<file path="src/rtl/pip_pkg.sv">
package pip_pkg;
  typedef enum logic [1:0] {
    GRP_ZERO = 2'd0,
    GRP_ONE_S = 2'd1,
    GRP_ONE_NS = 2'd2,
    GRP_BAD = 2'd3
  } grp_e;

  localparam logic [1:0] ACC_MIN_ZERO = 2'd1;
  localparam logic [1:0] ACC_MIN_ONE_S = 2'd2;
endpackage

</file>
<file path="src/rtl/pip_sgi_gate.sv">
module pip_sgi_gate
  import pip_pkg::*;
#(
  parameter int NUM_SGI = 16,
  localparam int IDW = $clog2(NUM_SGI)
) (
  input  logic               req_v,
  input  logic [IDW-1:0]     req_id,
  input  grp_e               req_grp,
  input  logic               req_ns,
  input  logic               sec_dis,
  input  logic [NUM_SGI-1:0] grp_bits,
  input  logic [NUM_SGI-1:0] mod_bits,
  input  logic [2*NUM_SGI-1:0] nsacc,
  output logic [NUM_SGI-1:0] set_vec
);
  grp_e       cfg_grp;
  grp_e       eff_grp;
  logic [1:0] fld;
  logic       grp_ok;
  logic       perm_ok;

  always_comb begin
    if (grp_bits[req_id])      cfg_grp = GRP_ONE_NS;
    else if (mod_bits[req_id]) cfg_grp = GRP_ONE_S;
    else                       cfg_grp = GRP_ZERO;

    if (req_grp == GRP_ONE_S && cfg_grp == GRP_ZERO) eff_grp = GRP_ZERO;
    else                                             eff_grp = req_grp;
    grp_ok = (eff_grp == cfg_grp);

    fld = nsacc[2*req_id +: 2];
    if (!req_ns || sec_dis) perm_ok = 1'b1;
    else begin
      case (cfg_grp)
        GRP_ZERO:  perm_ok = (fld >= ACC_MIN_ZERO);
        GRP_ONE_S: perm_ok = (fld >= ACC_MIN_ONE_S);
        default:   perm_ok = 1'b1;
      endcase
    end

    set_vec = '0;
    if (req_v && grp_ok && perm_ok) set_vec[req_id] = 1'b1;
  end
endmodule

</file>
<file path="src/rtl/pip_ppi_edge.sv">
module pip_ppi_edge #(
  parameter int NUM_PPI = 16
) (
  input  logic               clk,
  input  logic               rst,
  input  logic [NUM_PPI-1:0] lvl_i,
  output logic [NUM_PPI-1:0] rise_o
);
  logic [NUM_PPI-1:0] lvl_q;

  always_ff @(posedge clk) begin
    if (rst) lvl_q <= '0;
    else     lvl_q <= lvl_i;
  end

  assign rise_o = lvl_i & ~lvl_q;
endmodule

</file>
<file path="src/rtl/pip_latch_bank.sv">
module pip_latch_bank #(
  parameter int WIDTH = 32
) (
  input  logic             clk,
  input  logic             rst,
  input  logic [WIDTH-1:0] set_i,
  input  logic [WIDTH-1:0] clr_i,
  output logic [WIDTH-1:0] nxt_o
);
  logic [WIDTH-1:0] bit_q;

  for (genvar i = 0; i < WIDTH; i++) begin : g_bit
    assign nxt_o[i] = set_i[i] | (bit_q[i] & ~clr_i[i]);
    always_ff @(posedge clk) begin
      if (rst) bit_q[i] <= 1'b0;
      else     bit_q[i] <= nxt_o[i];
    end
  end
endmodule

</file>
<file path="src/rtl/pip_pending.sv">
module pip_pending
  import pip_pkg::*;
#(
  parameter int NUM_SGI = 16,
  parameter int NUM_PPI = 16,
  localparam int NUM_ALL = NUM_SGI + NUM_PPI,
  localparam int IDW = $clog2(NUM_SGI)
) (
  input  logic                 clk,
  input  logic                 rst,
  input  logic [NUM_PPI-1:0]   ppi_lvl_i,
  input  logic [NUM_PPI-1:0]   edge_cfg_i,
  input  logic [NUM_SGI-1:0]   grp_i,
  input  logic [NUM_SGI-1:0]   grpmod_i,
  input  logic [2*NUM_SGI-1:0] nsacc_i,
  input  logic                 sec_dis_i,
  input  logic                 sgi_req_i,
  input  logic [IDW-1:0]       sgi_id_i,
  input  logic [1:0]           sgi_grp_i,
  input  logic                 sgi_ns_i,
  input  logic [NUM_ALL-1:0]   clr_i,
  input  logic [NUM_ALL-1:0]   en_i,
  input  logic [NUM_ALL-1:0]   act_i,
  output logic [NUM_ALL-1:0]   pend_o,
  output logic                 irq_o
);
  logic [NUM_SGI-1:0] sgi_set;
  logic [NUM_PPI-1:0] ppi_rise;
  logic [NUM_ALL-1:0] set_all;
  logic [NUM_ALL-1:0] latch_nxt;
  logic [NUM_ALL-1:0] pend_d;

  pip_sgi_gate #(.NUM_SGI(NUM_SGI)) u_gate (
    .req_v    (sgi_req_i),
    .req_id   (sgi_id_i),
    .req_grp  (grp_e'(sgi_grp_i)),
    .req_ns   (sgi_ns_i),
    .sec_dis  (sec_dis_i),
    .grp_bits (grp_i),
    .mod_bits (grpmod_i),
    .nsacc    (nsacc_i),
    .set_vec  (sgi_set)
  );

  pip_ppi_edge #(.NUM_PPI(NUM_PPI)) u_edge (
    .clk    (clk),
    .rst    (rst),
    .lvl_i  (ppi_lvl_i),
    .rise_o (ppi_rise)
  );

  assign set_all = {ppi_rise & edge_cfg_i, sgi_set};

  pip_latch_bank #(.WIDTH(NUM_ALL)) u_bank (
    .clk   (clk),
    .rst   (rst),
    .set_i (set_all),
    .clr_i (clr_i),
    .nxt_o (latch_nxt)
  );

  assign pend_d = latch_nxt | {ppi_lvl_i & ~edge_cfg_i, {NUM_SGI{1'b0}}};

  always_ff @(posedge clk) begin
    if (rst) begin
      pend_o <= '0;
      irq_o  <= 1'b0;
    end else begin
      pend_o <= pend_d;
      irq_o  <= |(pend_d & en_i & ~act_i);
    end
  end
endmodule

</file>
<file path="config.mk">
export PLATFORM = sky130hd
export DESIGN_NAME = pip_pending
export DESIGN_NICKNAME = d
export VERILOG_FILES = /design/src/rtl/pip_pkg.sv /design/src/rtl/pip_sgi_gate.sv /design/src/rtl/pip_ppi_edge.sv /design/src/rtl/pip_latch_bank.sv /design/src/rtl/pip_pending.sv
export SDC_FILE = /design/constraint.sdc
export NUM_CORES = 1
export LEC_CHECK = 0
export ABC_AREA = 1
export BUFFER_PORTS_ARGS = -buffer_cell sky130_fd_sc_hd__buf_2
export CORE_MARGIN = 2
export CORE_UTILIZATION = 39
export CTS_CLUSTER_DIAMETER = 120
export DETAILED_ROUTE_END_ITERATION = 7
export PLACE_DENSITY = 0.77
export SLEW_MARGIN = 10
export SYNTH_ARGS = -nofsm -noshare
export SYNTH_HDL_FRONTEND = slang
export SYNTH_SLANG_ARGS = --single-unit
</file>
<file path="constraint.sdc">
create_clock -name clk -period 1.9 [get_ports clk]
set_clock_uncertainty 0.05 [all_clocks]
set_input_delay 0.19 -clock clk [delete_from_list [all_inputs] [get_ports clk]]
set_output_delay 0.19 -clock clk [all_outputs]
set_load 0.01 [all_outputs]
</file>
# [After elaboration in Yosys (flattened, before gate mapping)]
# Index checks and enable logic that the tools add are counted.
[classes] n_eq_ne=3 n_shift=1 order_cmp=4 bitwise_logic=105 mux=12 reduce_logical=8
[op_table] cell="$and 32x32->32" count=2
[op_table] cell="$and 16x16->16" count=3
[op_table] cell="$and 1x1->1" count=32
[op_table] cell="$not 1->1" count=32
[op_table] cell="$not 16->16" count=2
[op_table] cell="$not 32->32" count=1
[op_table] cell="$or 1x1->1" count=32
[op_table] cell="$or 32x32->32" count=1
[op_table] cell="$reduce_or 32->1" count=1
[op_table] cell="$shiftx 32x6->2" count=1
[op_table] cell="$mux 16" count=1
[op_table] cell="$bmux 1 s4" count=2
[op_table] cell="$lt 4x5->1 const B" count=1
[op_table] cell="$mux 1" count=5
[op_table] cell="$demux 1 s4" count=1
[op_table] cell="$eq 2x1->1 const B" count=2
[op_table] cell="$ge 4x1->1 const B" count=1
[op_table] cell="$logic_and 1x1->1" count=4
[op_table] cell="$mux 2" count=2
[op_table] cell="$eq 2x2->1" count=1
[op_table] cell="$ge 2x1->1 const B" count=1
[op_table] cell="$ge 2x2->1 const B" count=1
[op_table] cell="$logic_not 2->1" count=1
[op_table] cell="$pmux 1 s2" count=1
[op_table] cell="2 further kinds" count=2
[word_totals] inputBits=203 out_inout_bits=33 ff_bits=81 word_cells=168

# [Depth between registers and ports, before layout]
# Gate-level depths: netlist (run 1).
[logic_depth] word_depth=16 depth_mapped=22 ltp_nobuf=19

# [Cells and area by module]
# From an unflattened synthesis (run 1), not the netlist that was laid out.
[hier_totals] hier_cells=762 hier_area_um2=4454.3
[by_module_without_submodules] mod="pip_pending" cells_per_inst=276 seq_area_each_um2=660.6 instances=1 area_each_um2=1635.3
[by_module_without_submodules] mod="pip_latch_bank" cells_per_inst=195 seq_area_each_um2=640.6 instances=1 area_each_um2=1315.0
[by_module_without_submodules] mod="pip_sgi_gate" cells_per_inst=225 seq_area_each_um2=0.0 instances=1 area_each_um2=947.2
[by_module_without_submodules] mod="pip_ppi_edge" cells_per_inst=66 seq_area_each_um2=320.3 instances=1 area_each_um2=556.8

# [Least setup slack after synthesis (run 1)]
# OpenSTA, ideal clock, no wires.
[synth_path] kind="input to register" start="in sgi_id_i[0]" end="reg irq_o" setup_ns=0.128 path_stages=18 path_buffers=2 t_required_ns=1.722 setup_slack_ns=0.059 t_arrival_ns=1.664 path_cell_list="buf_6 nand2_1 clkinv_1 nand2_1 nand3_1 nand2_1 nand2_1 nor2_1 nand3_2 buf_6 nand4_1 nand2_1 nand2_1 nand2_1 nor2_1 nand3_1 nor2_1 nor2_1"
[synth_via] elab_chain_len=16 word_cells_on_any_way=44 classes_between="4 x order compare; 2 x eq/ne; 1 x shift; 12 x mux; 19 x bitwise; 6 x reduce/logical"
[synth_lines] item="start, declared" line_no="pip_pending.sv:18" rtl="input logic [IDW-1:0] sgi_id_i,"
[synth_lines] item="$bmux 1 s4" line_no="pip_sgi_gate.sv:25" rtl="else if (mod_bits[req_id]) cfg_grp = GRP_ONE_S;"
[synth_lines] item="$mux 1 (implied by the code)" line_no="pip_sgi_gate.sv:25"
[synth_lines] item="$mux 1" line_no="pip_sgi_gate.sv:25"
[synth_lines] item="$mux 2" line_no="pip_sgi_gate.sv:24" rtl="if (grp_bits[req_id]) cfg_grp = GRP_ONE_NS;"
[synth_lines] item="$logic_not 2->1" line_no="pip_sgi_gate.sv:28, pip_sgi_gate.sv:35"
[synth_lines] item="$logic_and 1x1->1" line_no="pip_sgi_gate.sv:28" rtl="if (req_grp == GRP_ONE_S && cfg_grp == GRP_ZERO) eff_grp = GRP_ZERO;"
[synth_lines] item="$mux 2" line_no="pip_sgi_gate.sv:28"
[synth_lines] item="$eq 2x2->1" line_no="pip_sgi_gate.sv:30" rtl="grp_ok = (eff_grp == cfg_grp);"
[synth_lines] item="$logic_and 1x1->1 (2 in series)" line_no="pip_sgi_gate.sv:43" rtl="if (req_v && grp_ok && perm_ok) set_vec[req_id] = 1'b1;"
[synth_lines] item="$mux 16 (*)" line_no="pip_sgi_gate.sv:43"
[synth_lines] item="$or 1x1->1" line_no="pip_latch_bank.sv:13" rtl="assign nxt_o[i] = set_i[i] | (bit_q[i] & ~clr_i[i]);"
[synth_lines] item="$or 32x32->32 (*)" line_no="pip_pending.sv:62" rtl="assign pend_d = latch_nxt | {ppi_lvl_i & ~edge_cfg_i, {NUM_SGI{1'b0}}};"
[synth_lines] item="$and 32x32->32 (*) (2 in series)" line_no="pip_pending.sv:70" rtl="irq_o <= |(pend_d & en_i & ~act_i);"
[synth_lines] item="$reduce_or 32->1 (*)" line_no="pip_pending.sv:70"
[synth_lines] item="end signal, assigned" line_no="pip_pending.sv:70"
[synth_lines] item="end, declared" line_no="pip_pending.sv:25" rtl="output logic irq_o"
# Every way passes the cells marked *; elsewhere a longest branch is shown, timed or not. The select of a mux whose other input is x is not followed.
# A chain may end at the register's enable or synchronous reset.

# [Worst setup path after layout (run 1)]
[layout_path] start="in sgi_id_i[1]" end="reg irq_o"
# The elaborated chain is that of the path after synthesis.

==> results of run 1 <==
[critical path: cells and delay by family]
family,cells,cell delay (ps)
and+or+nand+nor,15,1350
buffers and inverters,3,390
[metal layers]
metal / up-vias / global-route usage
met5: - / 0
met4: 0 / 0.0595
met3: 14 / 0.0393
met2: 140 / 0.345
met1: 1916 / 0.258
li1: 2395 / -
[cells in the final DEF (no fill, tap or decap), types with 3 or more instances in the layout]
cell      netlist  final
nand2_1       256    251
buf_2           3    234
inv_1         112    112
nor2_1         94     91
dfxtp_1        65     65
o21ai_0        31     30
buf_4          17     17
a21oi_1        13     13
nand4_1        12     12
clkbuf_8        0      9
nand3_1         7      7
nand2_2         1      5
o21ai_2         0      4
nand3b_1        4      4
nor2_4          0      3
o22ai_1         3      3
o221ai_1        4      3
[stage by stage]
stage                     setup WS, ps  cell area, sq um  hold slack (ps)  TNS [ps]
final                              124              5440             27.5         0
after global routing             -8.55              5440             13.9     -8.55
after CTS                         13.2              5280             14.7         0
after detailed placement          -346              5060              374      -525
after global placement            -304              5060              363      -328
after floorplan                   58.6              3790              273         0
[report_power, final]
group / internal (mW) / switching [mW]
clock: 0.738 / 0.537
sequential: 1.43 / 0.0152
combinational: 0.347 / 0.402
total: 2.51 / 0.955
[registers in the layout, indices dropped and copies added, names as in the netlist]
register and cells:
u_bank.bit_q 16, irq_o 1, u_edge.lvl_q 16, pend_o 32
[path summary, 6_finish.rpt]
path / startpoint / cells after the start / end / slack [ps]
max: sgi_id_i[1] / 18 / irq_o / 120
min: ppi_lvl_i[10] / 3 / u_edge.lvl_q[10] / 30
max reg2reg: u_edge.lvl_q[1] / 13 / irq_o / 210
min reg2reg: pend_o[15] / 2 / pend_o[15] / 430
[final cells by class]
| class | instances | area [sq um] | area share |
|---|---|---|---|
| multi-input combinational | 439 | 1930 | 0.355 |
| timing repair buffer | 256 | 1390 | 0.255 |
| sequential | 65 | 1300 | 0.239 |
| inverter | 115 | 437 | 0.0803 |
| tap | 129 | 161 | 0.0297 |
| clock buffer | 9 | 124 | 0.0228 |
| clock inverter | 7 | 95.1 | 0.0175 |
[timing repair]
item	in CTS	in global routing
buffers inserted	0	1
resized for setup	0	30
endpoints found under the setup margin	0	1
[cell families after synthesis]
logic type | synth area share
and+or+nand+nor | 0.396
AOI/OAI and AO/OA | 0.0831
DFF | 0.343
buffers and inverters | 0.178
==> impl_metrics.toml, run 1 <==
[status]
outcome = "finished clean"

[drt]
firstDrtPassIters = 4
wl_met3_um = 689
vias = 4465
wire_per_inst_um = 10.9
highest_layer = "met4"
avgViaCountPerCell = 4.38
finalWirelength_um = 11100
m1WireLength_um = 4960
dr_wl_met2_um = 5260
postRouteAntennaNets = 0
drtIter0Drc = 128
drc = 0

[worst_setup_path]
critPathMostFrequentCell = "nand2_1"
crit_chain = "buf_2, inv_2, nor2_4, buf_4, nand2_1, nand3_1, nand2_1, nand3_1, nor2_4, nand3_2, nand4_1, nand2_1, nand2_1, nand2_1, nor2_1, nand3_1, nor2_1, nor2_1"
worstSetupPathType = "in -> reg"
critPathLaunchType = "primary input"
crit_fanout = 6
cp_slowest_cell = "nor2_4"
cp.arrival_ps = 1930
cp.required_ps = 2050
slowest_delay_ps = 180
end_kind = "flop"

[global_route]
overflow = 0
grtUsageTotal = 0.202
grt_pass1_wl_um = 16900
antenna_found_initial = 0
grt_max_degree = 50
grt_pass1_vias = 3890

[cts]
clock-root-buffer = "clkbuf_8"
cts_buffers = 9
cts_tree = "done"
clk_pin_slew_ps = 70
clockBufferDepth = 2
clock_latency_ps = 330
htreeDepth = 3
cts_sinks = 65
cts_hold_buf = 0

[synth]
yosysWarnings = 0
synth_cells = 651
synth_top_area_share = 0.343
synthDistinctLibCells = 27
synth_ff_type = "dfxtp_1"
synth_top_area_cell = "dfxtp_1"
synth_area_sq_mm = 0.00379
synth_common_cells = "nand2_1 (256), inv_1 (112), nor2_1 (94), dfxtp_1 (65), o21ai_0 (31)"
synth_most_common_cell = "nand2_1"
ys_seq_area_frac = 0.343
synth.avg_cell_area_sq_um = 5.83
ys_ff_latch = 65
netlist_top_cells_area = "dfxtp_1 (34%), nand2_1 (25%), inv_1 (11%), nor2_1 (9.3%), o21ai_0 (4.1%)"
synth_edf_count = 0
synth_nets = 854
postSynth.asyncResetShare = 0

[place]
gp_congestion = 0.922
placed_cells = 1000
port_buffers = 235
dp.final_hpwl_um = 8870

[floorplan]
io_pins = 236
start_util = 0.407
dieWidth_um = 103
die_area_sq_mm = 0.0105
placeableCoreArea_sq_mm = 0.00933
die_h_um = 103
rows = 35

[power]
total_power_mw = 3.47
peakVddDrop_mv = 0.414
leakagePower_nw = 3.25
p_per_area_mw_per_mm2 = 638

[finish]
nFillCells = 957
drive_above_1_share = 0.332
final_core_utilization = 0.583
nNetsFinal = 1089
diodes = 0
finalNonFillerCells = 1020
synthToLayoutAreaGrowth_pct = 43.4

[timing]
min_period_ps = 1780
finalSetupViolCount = 0
slew_viol_final = 0
max_slew.worst_pin.slew_ps = 557
maxSlewHeadroom = 0.628
finalHoldViolations = 0
min_period_over_period = 0.935
max_freq_ghz = 0.563

[flow_run]
cap_violations = 0

[hold_path]
worstHoldPathType = "in -> reg"
No activity file was read; power rests on OpenSTA's default activity.
==> run 2, diff against run 1 <==
- SETUP_SLACK_MARGIN: not set -> 0.15
==> run 2 against run 1 <==
  * Routed wire length rose by 5.2%
  * Final area grew 2.3%
  * Die area unchanged
  * Non-clock buffer count increased by 4
==> impl_metrics.toml, run 2 (same netlist as run 1, synthesis figures left out) <==
[floorplan]
die_h_um = 103
placeableCoreArea_sq_mm = 0.00933
start_util = 0.407
rows = 35
io_pins = 236
dieWidth_um = 103
die_area_sq_mm = 0.0105

[timing]
max_freq_ghz = 0.576
min_period_over_period = 0.914
finalSetupViolCount = 0
maxSlewHeadroom = 0.634
max_slew.worst_pin.slew_ps = 548
slew_viol_final = 0
tns_ps = 0
rsz0062_at_grt = "yes"
finalHoldViolations = 0
min_period_ps = 1740

[place]
gp_congestion = 0.864
dp.final_hpwl_um = 8990
placed_cells = 998
port_buffers = 235
placed_area_sq_mm = 0.00504

[finish]
nFillCells = 962
final_core_utilization = 0.596
nNetsFinal = 1093
diodes = 0
finalNonFillerCells = 1024
drive_above_1_share = 0.344
largest-register = "pend_o"
largest_reg_flops = 32
synthToLayoutAreaGrowth_pct = 46.6
multiInputGateArea_sq_mm = 0.00197
regArea_sq_mm = 0.00130
final_common_cell = "nand2_1"
design_area_sq_mm = 0.00556
mostFrequentLayoutCells = "nand2_1 (245), buf_2 (233), inv_1 (112)"
largest_registers = "pend_o x32, u_bank.bit_q x16, u_edge.lvl_q x16"

[drt]
avgViaCountPerCell = 4.45
firstDrtPassIters = 6
finalWirelength_um = 11700
postRouteAntennaNets = 0
wire_per_inst_um = 11.4
drc = 0
drtIter0Drc = 117
vias = 4560

[worst_setup_path]
path_depth = 20
worst_r2r_path_depth = 13
critPathMostFrequentCell = "nand2_1"
r2r_slack_ps = 240
end_kind = "flop"
critPathLaunchType = "primary input"
cp.required_ps = 2110
startpoint = "sgi_id_i[0]"
cp_top_family = "simple AND/OR/NAND/NOR gates"
worstSetupPathType = "in -> reg"
cp_num_buf_inv = 3
cp.arrival_ps = 1940
cp_slowest_cell = "nor3_4"
crit_chain = "buf_16, clkbuf_16, nand2_2, nand2_1, nand2_1, nand2_1, nand2_2, nand2_4, nor3_4, nand2_2, buf_4, nand2_4, nand4_1, nand2_1, nand2_1, nand2_1, nor2_1, nand3_1, nor2_1, nor2_1"
crit_fanout = 7
r2r_start = "u_edge.lvl_q[9]"
crit_end = "irq_o"
slowest_delay_ps = 190
crit-reg2reg-capture = "irq_o"

[global_route]
antenna_found_initial = 0
grt_max_degree = 50
grtUsageTotal = 0.205
grt_pass1_vias = 4034
grt_pass1_wl_um = 17300
overflow = 0

[cts]
cts_tree = "done"
cts_sinks = 65
htreeDepth = 3
cts_buffers = 9
clk_pin_slew_ps = 80
clock-root-buffer = "clkbuf_8"
clock_latency_ps = 320
clockBufferDepth = 2

[power]
peakVddDrop_mv = 0.384
total_power_mw = 3.50
p_per_area_mw_per_mm2 = 630
leakagePower_nw = 3.30

[status]
outcome = "finished clean"

[flow_run]
cap_violations = 0

[hold_path]
worstHoldPathType = "in -> reg"
[run 2: area by class of cell]
cell class                 instances  share of cell area
clock inverter                     6              0.0167
tap                              129              0.0290
inverter                         115              0.0803
clock buffer                      10              0.0230
timing repair buffer             260               0.263
multi-input combinational        439               0.354
sequential                        65               0.234
[run 2: worst min-delay path, stage by stage]
cell	delay, ps
buf_2	70
inv_1	50
nor2_1	70
[run 2: timing repair]
action | 4_1_cts | 5_1_grt
gates cloned | 1 | 4
resized for setup | 15 | 35
endpoints found under the setup margin | 1 | 1
hold buffers | 0 | 0
buffers inserted | 1 | 4
pin swaps | 2 | 24
[run 2: where the power goes]
group	internal [mW]	switching, mW
Combinational	0.366	0.421
Sequential	1.43	0.0157
Clock	0.744	0.532
[run 2: worst min path at each step]
stage	start	to	cells after the start
floorplan	ppi_lvl_i[14]	u_edge.lvl_q[14]	2
global placement	ppi_lvl_i[14]	u_edge.lvl_q[14]	3
detailed placement	ppi_lvl_i[10]	u_edge.lvl_q[10]	3
CTS	ppi_lvl_i[10]	u_edge.lvl_q[10]	3
global route	ppi_lvl_i[2]	u_edge.lvl_q[2]	3
finish	ppi_lvl_i[10]	u_edge.lvl_q[10]	3
[run 2: metal layers]
metal / part of all wire / vias to the layer above / GRT usage
li1: - / 2409 / -
met1: 0.44 / 1994 / 0.254
met2: 0.49 / 151 / 0.369
met3: 0.063 / 6 / 0.0414
met4: 0.0063 / 0 / 0.0369
met5: 0 / - / 0
[run 2: stage by stage]
step	hold WS (ps)	setup slack [ps]
after floorplan	273	80.8
after global placement	364	-355
after detailed placement	374	-352
after CTS	23.3	160
after global routing	50.3	36.2
final	38.9	164
